### src/rtl/rxq_pkg.sv
package rxq_pkg;

  typedef logic [7:0] byte_t;

  typedef enum logic [1:0] {
    TRIG_1  = 2'b00,
    TRIG_4  = 2'b01,
    TRIG_8  = 2'b10,
    TRIG_14 = 2'b11
  } trig_sel_e;

  // Threshold in characters for a trigger code.
  function automatic logic [4:0] trig_bytes(input logic [1:0] sel);
    case (trig_sel_e'(sel))
      TRIG_1:  return 5'd1;
      TRIG_4:  return 5'd4;
      TRIG_8:  return 5'd8;
      default: return 5'd14;
    endcase
  endfunction

  // Bits per character: start + data + optional parity + stop.
  function automatic logic [3:0] frame_bits(input logic [3:0] cfg);
    logic [3:0] stop_bits;
    stop_bits = cfg[2] ? 4'd2 : 4'd1;
    return 4'd1 + (4'd5 + {2'b00, cfg[1:0]}) + {3'b000, cfg[3]} + stop_bits;
  endfunction

endpackage

### src/rtl/rxq_store.sv
module rxq_store #(
  parameter int DEPTH = 16,
  parameter int W     = 8,
  localparam int AW   = (DEPTH > 1) ? $clog2(DEPTH) : 1,
  localparam int CW   = $clog2(DEPTH + 1)
) (
  input  logic          clk,
  input  logic          rst_n,
  input  logic          clr,
  input  logic          push,
  input  logic          pop,
  input  logic [W-1:0]  wdata,
  output logic [W-1:0]  head,
  output logic [CW-1:0] count,
  output logic          full,
  output logic          empty
);

  logic [W-1:0]  mem [DEPTH];
  logic [AW-1:0] wptr_q, rptr_q, wptr_nx, rptr_nx;
  logic [CW-1:0] cnt_q;

  generate
    if ((1 << AW) == DEPTH) begin : g_pow2
      assign wptr_nx = wptr_q + AW'(1);
      assign rptr_nx = rptr_q + AW'(1);
    end else begin : g_wrap
      assign wptr_nx = (wptr_q == AW'(DEPTH - 1)) ? '0 : wptr_q + AW'(1);
      assign rptr_nx = (rptr_q == AW'(DEPTH - 1)) ? '0 : rptr_q + AW'(1);
    end
  endgenerate

  always_ff @(posedge clk) begin
    if (push && !clr) mem[wptr_q] <= wdata;
  end

  always_ff @(posedge clk or negedge rst_n) begin
    if (!rst_n) begin
      wptr_q <= '0;
      rptr_q <= '0;
      cnt_q  <= '0;
    end else if (clr) begin
      wptr_q <= '0;
      rptr_q <= '0;
      cnt_q  <= '0;
    end else begin
      if (push) wptr_q <= wptr_nx;
      if (pop)  rptr_q <= rptr_nx;
      case ({push, pop})
        2'b10:   cnt_q <= cnt_q + CW'(1);
        2'b01:   cnt_q <= cnt_q - CW'(1);
        default: cnt_q <= cnt_q;
      endcase
    end
  end

  assign head  = mem[rptr_q];
  assign count = cnt_q;
  assign full  = (cnt_q == CW'(DEPTH));
  assign empty = (cnt_q == '0);


  store_no_overfill_chk: assert property (@(posedge clk) disable iff (!rst_n)
    (push && !pop && !clr) |-> !full);


  store_no_underflow_chk: assert property (@(posedge clk) disable iff (!rst_n)
    (pop && !clr) |-> !empty);

endmodule

### src/rtl/rxq_idle_timer.sv
module rxq_idle_timer #(
  parameter int TICKS_PER_BIT = 16,
  parameter int CHARS         = 4,
  parameter int MAX_BITS      = 12,
  localparam int PW           = $clog2(TICKS_PER_BIT * MAX_BITS),
  localparam int QW           = (CHARS > 1) ? $clog2(CHARS) : 1
) (
  input  logic       clk,
  input  logic       rst_n,
  input  logic       restart,
  input  logic       cancel,
  input  logic       tick,
  input  logic [3:0] frame_bits,
  output logic       expire
);

  logic          run_q;
  logic [PW-1:0] pul_q;
  logic [QW-1:0] chr_q;
  logic [31:0]   lim32;
  logic          pul_last, chr_last;

  assign lim32    = 32'(frame_bits) * 32'(TICKS_PER_BIT) - 32'd1;
  assign pul_last = (pul_q == lim32[PW-1:0]);
  assign chr_last = (chr_q == QW'(CHARS - 1));
  assign expire   = run_q && tick && !restart && !cancel && pul_last && chr_last;

  always_ff @(posedge clk or negedge rst_n) begin
    if (!rst_n) begin
      run_q <= 1'b0;
      pul_q <= '0;
      chr_q <= '0;
    end else if (cancel) begin
      run_q <= 1'b0;
      pul_q <= '0;
      chr_q <= '0;
    end else if (restart) begin
      run_q <= 1'b1;
      pul_q <= '0;
      chr_q <= '0;
    end else if (run_q && tick) begin
      if (pul_last) begin
        pul_q <= '0;
        if (chr_last) begin
          run_q <= 1'b0;
          chr_q <= '0;
        end else begin
          chr_q <= chr_q + QW'(1);
        end
      end else begin
        pul_q <= pul_q + PW'(1);
      end
    end
  end


  timer_one_shot_chk: assert property (@(posedge clk) disable iff (!rst_n)
    expire |=> !run_q);


  timer_cancel_chk: assert property (@(posedge clk) disable iff (!rst_n)
    cancel |=> !run_q);

endmodule

### src/rtl/rxq_trig_cmp.sv
module rxq_trig_cmp
  import rxq_pkg::*;
#(
  parameter int CW = 5
) (
  input  logic [1:0]    sel,
  input  logic [CW-1:0] count,
  input  logic          fifo_mode,
  input  logic          ready,
  output logic          hit
);

  logic [31:0] need;

  assign need = 32'(trig_bytes(sel));
  assign hit  = ready && (!fifo_mode || (32'(count) >= need));

endmodule

### src/rtl/rxq_core.sv
module rxq_core
  import rxq_pkg::*;
#(
  parameter int DEPTH         = 16,
  parameter int TICKS_PER_BIT = 16,
  parameter int TIMEOUT_CHARS = 4,
  localparam int CW           = $clog2(DEPTH + 1)
) (
  input  logic          clk,
  input  logic          rst_n,
  input  logic          rx_valid,
  input  logic [7:0]    rx_byte,
  input  logic          brk_det,
  input  logic          rd_en,
  output logic [7:0]    rd_data,
  input  logic          lsr_rd,
  input  logic          fcr_wr,
  input  logic          fcr_fifo_en,
  input  logic          fcr_rx_clear,
  input  logic [1:0]    fcr_trig_sel,
  input  logic [3:0]    lcr_cfg,
  input  logic          baud16_tick,
  output logic          data_ready,
  output logic          overrun,
  output logic          brk_flag,
  output logic          trig_hit,
  output logic          timeout_pend,
  output logic [CW-1:0] fifo_count
);

  logic          fifo_en_q;
  logic [1:0]    trig_q;
  byte_t         hold_q;
  logic          dr_q, ovr_q, brk_q, pend_q;

  logic          fcr_flush, live, in_any;
  byte_t         in_byte;
  logic          f_push, f_pop, f_drop, f_store_push;
  logic          h_push, h_rd, rd_emptied, ovr_set;
  logic          t_restart, t_expire;
  logic [3:0]    fbits;
  byte_t         head;
  logic [CW-1:0] cnt;
  logic          full, empty;

  // Event decode: a queue flush masks every other event of its cycle.
  assign fcr_flush    = fcr_wr && (fcr_rx_clear || (fcr_fifo_en != fifo_en_q));
  assign live         = !fcr_flush;
  assign in_any       = rx_valid || brk_det;
  assign in_byte      = brk_det ? 8'h00 : rx_byte;

  assign f_push       = fifo_en_q && in_any && live;
  assign f_pop        = fifo_en_q && rd_en && !empty && live;
  assign f_drop       = f_push && full && !f_pop;
  assign f_store_push = f_push && !f_drop;
  assign rd_emptied   = fifo_en_q && rd_en && live &&
                        (empty || ((cnt == CW'(1)) && !f_store_push));

  assign h_push       = !fifo_en_q && in_any && live;
  assign h_rd         = !fifo_en_q && rd_en && live;
  assign ovr_set      = f_drop || (h_push && dr_q && !rd_en);

  assign t_restart    = f_push || (f_pop && (cnt > CW'(1)));
  assign fbits        = frame_bits(lcr_cfg);

  rxq_store #(
    .DEPTH (DEPTH),
    .W     (8)
  ) u_store (
    .clk   (clk),
    .rst_n (rst_n),
    .clr   (fcr_flush),
    .push  (f_store_push),
    .pop   (f_pop),
    .wdata (in_byte),
    .head  (head),
    .count (cnt),
    .full  (full),
    .empty (empty)
  );

  rxq_idle_timer #(
    .TICKS_PER_BIT (TICKS_PER_BIT),
    .CHARS         (TIMEOUT_CHARS),
    .MAX_BITS      (12)
  ) u_timer (
    .clk        (clk),
    .rst_n      (rst_n),
    .restart    (t_restart),
    .cancel     (fcr_flush),
    .tick       (baud16_tick),
    .frame_bits (fbits),
    .expire     (t_expire)
  );

  rxq_trig_cmp #(
    .CW (CW)
  ) u_trig (
    .sel       (trig_q),
    .count     (cnt),
    .fifo_mode (fifo_en_q),
    .ready     (dr_q),
    .hit       (trig_hit)
  );

  always_ff @(posedge clk or negedge rst_n) begin
    if (!rst_n) begin
      fifo_en_q <= 1'b0;
      trig_q    <= 2'b00;
      hold_q    <= '0;
      dr_q      <= 1'b0;
      ovr_q     <= 1'b0;
      brk_q     <= 1'b0;
      pend_q    <= 1'b0;
    end else begin
      if (fcr_wr) begin
        fifo_en_q <= fcr_fifo_en;
        trig_q    <= fcr_trig_sel;
      end

      if (h_push) hold_q <= in_byte;

      if (fcr_flush)                 dr_q <= 1'b0;
      else if (f_push || h_push)     dr_q <= 1'b1;
      else if (rd_emptied || h_rd)   dr_q <= 1'b0;

      if (fcr_flush)                          brk_q <= 1'b0;
      else if (brk_det)                       brk_q <= 1'b1;
      else if (lsr_rd || rd_emptied || h_rd)  brk_q <= 1'b0;

      if (ovr_set)     ovr_q <= 1'b1;
      else if (lsr_rd) ovr_q <= 1'b0;

      if (fcr_flush)                 pend_q <= 1'b0;
      else if (fifo_en_q && rd_en)   pend_q <= 1'b0;
      else if (t_expire && !empty)   pend_q <= 1'b1;
    end
  end

  assign rd_data      = fifo_en_q ? (empty ? 8'h00 : head) : hold_q;
  assign data_ready   = dr_q;
  assign overrun      = ovr_q;
  assign brk_flag     = brk_q;
  assign timeout_pend = pend_q;
  assign fifo_count   = cnt;


  count_bound_chk: assert property (@(posedge clk) disable iff (!rst_n)
    fifo_count <= CW'(DEPTH));


  full_drop_chk: assert property (@(posedge clk) disable iff (!rst_n)
    (fifo_en_q && in_any && live && full && !rd_en) |=>
      (overrun && fifo_count == CW'(DEPTH)));


  read_clears_pend_chk: assert property (@(posedge clk) disable iff (!rst_n)
    (fifo_en_q && rd_en) |=> !timeout_pend);


  empty_read_chk: assert property (@(posedge clk) disable iff (!rst_n)
    (fifo_en_q && rd_en && empty && !in_any && live) |=>
      (fifo_count == '0 && !data_ready && rd_data == 8'h00));


  break_flags_chk: assert property (@(posedge clk) disable iff (!rst_n)
    (brk_det && live) |=> (brk_flag && data_ready));


  flush_empties_chk: assert property (@(posedge clk) disable iff (!rst_n)
    fcr_flush |=> (fifo_count == '0 && !data_ready && !timeout_pend && !brk_flag));


  hold_overwrite_chk: assert property (@(posedge clk) disable iff (!rst_n)
    (!fifo_en_q && rx_valid && !brk_det && live && data_ready && !rd_en) |=>
      (overrun && rd_data == $past(rx_byte)));


  push_pop_same_chk: assert property (@(posedge clk) disable iff (!rst_n)
    (fifo_en_q && rx_valid && rd_en && !empty && live) |=>
      (fifo_count == $past(fifo_count)));

endmodule

### config.mk
export PLATFORM = sky130hd
export DESIGN_NAME = rxq_core
export DESIGN_NICKNAME = d
export VERILOG_FILES = /design/src/rtl/rxq_pkg.sv /design/src/rtl/rxq_store.sv /design/src/rtl/rxq_idle_timer.sv /design/src/rtl/rxq_trig_cmp.sv /design/src/rtl/rxq_core.sv
export SDC_FILE = /design/constraint.sdc
export NUM_CORES = 1
export LEC_CHECK = 0
export ABC_AREA = 1
export BUFFER_PORTS_ARGS = -buffer_cell sky130_fd_sc_hd__buf_2
export CAP_MARGIN = 0
export CELL_PAD_IN_SITES_DETAIL_PLACEMENT = 1
export CELL_PAD_IN_SITES_GLOBAL_PLACEMENT = 2
export CORE_ASPECT_RATIO = 0.75
export CORE_MARGIN = 4
export CORE_UTILIZATION = 44
export DETAILED_ROUTE_END_ITERATION = 12
export PLACE_DENSITY_LB_ADDON = 0.1
export RECOVER_POWER = 100
export SYNTH_ARGS = -nofsm -noshare
export SYNTH_HDL_FRONTEND = slang
export SYNTH_SLANG_ARGS = --single-unit
### constraint.sdc
create_clock -name clk -period 5.8 [get_ports clk]
set_input_delay 0.29 -clock clk [delete_from_list [all_inputs] [get_ports clk]]
set_output_delay 0.29 -clock clk [all_outputs]
set_load 0.005 [all_outputs]
==> results.cfg <==
[synthesis]
async_reset_ff_frac = 0.234
synth_enable_flop_cells = 128
avgSynthCellArea_um2 = 10.5
synth-seq-cells = 167
yosysUniqueCellTypes = 39
synth_cells = 742
ys.flop_type = edfxtp_1
synth_most_common_cell = edfxtp_1
synthTopCellsByCount = edfxtp_1, nor2_1, o21ai_0
synthTopCellsByArea = edfxtp_1, dfrtp_1, o21ai_0
yosysWarnings = 0
synth_top_cell_by_area = edfxtp_1
syn-num-nets = 786
synth_area_um2 = 7790
synth.top_cell.area_share = 0.493
seq_area_frac_synth = 0.619

[detailed_routing]
viasPerCell = 5.30
wl_um = 20100
ant_nets = 0
routedWlPerCell_um = 19.6
first_iter_violations = 454
firstDrtPassIters = 4
num_vias = 5436
drt_drc_violations_left = 0

[setup_path]
r2r-start = fifo_en_q$_DFFE_PN0P_
critPathLaunchType = flop
worstPathRequired_ns = 5.51
cp_data_arrival_time_ns = 3.42
max_stage_delay_ns = 1.32
cp_cell_sequence = inv_1 > o21ai_0 > o22ai_1 > nand2_1 > nand3_1 > nand2_1 > o21ai_0 > clkbuf_1
cp_max_fo = 66
reg2reg_to = u_store.mem[11][3]$_DFFE_PP_
r2r_slack_ns = 2.09
crit_buf_inv = 2
slowest_stage = inv_1
reg2reg_depth = 8
critPathCaptureType = output port
crit_family = buffers and inverters
crit_type = flop to output port

[timing]
fin_crit_ns = 3.71
slew-limit-headroom = -0.556
finalSetupViolations = 0
rsz0062_at_grt = no
report.final.slew_viol_count = 107
fin_crit_sh = 0.640
whs_ns = 0.0876
hold_viol_final = 0
timing.fmax_mhz = 269
fin_tns_setup_ns = 0
worst_pin_slew_ns = 2.33
clock_skew_ns = 0.00901

[floorplan]
die_area_um2 = 19900
die_h_um = 123
die_w_um = 162
pin_count = 42
core_um2 = 17100
num_rows = 41
floorplan.initialDensity = 0.456

[hold_path]
hold_class = input pin to flop
holdPathStages = 3
min_to = trig_q[1]$_DFFE_PN0P_
hold_start = fcr_trig_sel[1]

[grt]
met1_usage = 0.322
grt_pass1_vias = 5626
met3_usage = 0.0440
top_usage_layer = met1
grt_max_degree = 67
grt_use_total = 0.212
overflow = 0
grtUsageMet2 = 0.319
grt_pass1_wl_um = 32000
antenna_found_initial = 0

[clock_network]
cts_setup_buffers = 0
clkLatencyLatePin_ns = 0.42
ctsResizeCount = 0
cts_max_level = 4
numCtsBuffers = 17
hold_buffers = 0
clkTransAtPathRegs_ns = 0.07
cts_tree = done
clock_path_buffers = 2
cts_sinks = 167
clockRootBuffer = clkbuf_16

[run_status]
violations = capacitance limit, slew limit
status = finished, violations left

[final_layout]
drive_above_1_share = 0.101
antenna-diode-count = 0
nets = 820
area_growth_pct = 10.3

[place]
dpl.hpwl_um = 13900
port_buffers = 41
gp_routability_congestion = 0.807

[power_and_ir_drop]
power.density_nw_per_um2 = 364
peakVddDrop_mv = 0.212
leakage_nw = 3.30

[job]
cap_viol_max_count = 2
placed cells by master (no fill, tap or decap), drive strengths merged:
master and instances:
clkinv 8, o21a 2, dfrtp 39, a21oi 8
nand2 113, xor2 13, ha 19, o31ai 1
buf 32, nor2 132, o21bai 1, inv 58
o221ai 2, fa 1, edfxtp 128, nand3 31
nor3 3, clkbuf 33, mux2 1, nand4 5
a21boi 2, o211ai 15, clkinvlp 8, xnor2 5
o22ai 17, o21ai 112
flip-flops by register name, summed over array words and instances (netlist names):
register	flops
brk_flag	1
data_ready	1
fifo_en_q	1
hold_q	8
overrun	1
timeout_pend	1
trig_q	2
u_store.count	5
u_store.mem	128
u_store.rptr_q	4
u_store.wptr_q	4
u_timer.chr_q	2
u_timer.pul_q	8
u_timer.run_q	1
kinds of logic (layout without fill, tap and decap cells):
| kind of cell | count (synthesis) | after routing | share of synthesized area |
|---|---|---|---|
| compound gates | 160 | 160 | 0.115 |
| xor+xnor | 18 | 18 | 0.0202 |
| fa+ha+maj | 20 | 20 | 0.0331 |
| buf+inv | 92 | 139 | 0.0517 |
| flops | 167 | 167 | 0.619 |
| mux | 1 | 1 | 0.00145 |
| simple gates | 284 | 284 | 0.159 |
layout make-up:
type / count / area, um^2
clock buffer: 18 / 429
clock inverter: 14 / 104
fill: 1890 / 8490
inverter: 60 / 229
multi-input combinational: 483 / 2490
sequential: 167 / 4820
tap: 236 / 295
timing repair buffer: 47 / 224
tightest hold or removal path: cells and delay by family:
kind / cells / cell delay (ns)
buffers and inverters: 1 / 0.08
AND/OR/NAND/NOR: 1 / 0.04
AO/OA/AOI/OAI: 1 / 0.06
worst max path at each step:
stage | startpoint | to | slack (ns) | cells past startpoint
floorplan | lcr_cfg[2] | u_timer.chr_q[0]$_DFFE_PN0P_ | 3.66 | 14
global placement | fifo_en_q$_DFFE_PN0P_ | u_store.mem[8][0]$_DFFE_PP_ | 3.10 | 8
detailed placement | fifo_en_q$_DFFE_PN0P_ | u_store.mem[8][6]$_DFFE_PP_ | 2.98 | 8
CTS | u_store.rptr_q[1]$_DFFE_PN0P_ | rd_data[6] | 2.68 | 10
global route | u_store.rptr_q[0]$_DFFE_PN0P_ | rd_data[4] | 1.68 | 8
finish | u_store.rptr_q[0]$_DFFE_PN0P_ | rd_data[7] | 2.09 | 8
metrics by stage:
step           setup slack (ns)  power (mW)  std cells  instance area (um^2)  utilization
2_1_floorplan              3.66        1.93        742                  7790            -
3_3_place_gp               3.10        2.13        993                  8170        0.478
3_5_place_dp               2.98        2.15        993                  8170        0.478
4_1_cts                    2.68        3.18       1025                  8700        0.510
5_1_grt                    1.68        3.32       1025                  8590        0.503
6_report                   2.09        3.12       1025                  8590        0.503
routing by layer:
metal  vias to the layer above  routed length [um]
met5                         -                   0
met4                         0                 193
met1                      2687                9940
met2                       114                8700
met3                        17                1290
li1                       2618                   -
report_power, final:
part | switching (mW) | total (mW) | internal [mW]
clock network | 0.473 | 1.02 | 0.549
logic | 0.473 | 0.695 | 0.222
registers | 0.0631 | 1.41 | 1.34
Power figures use the tool's default switching activity.
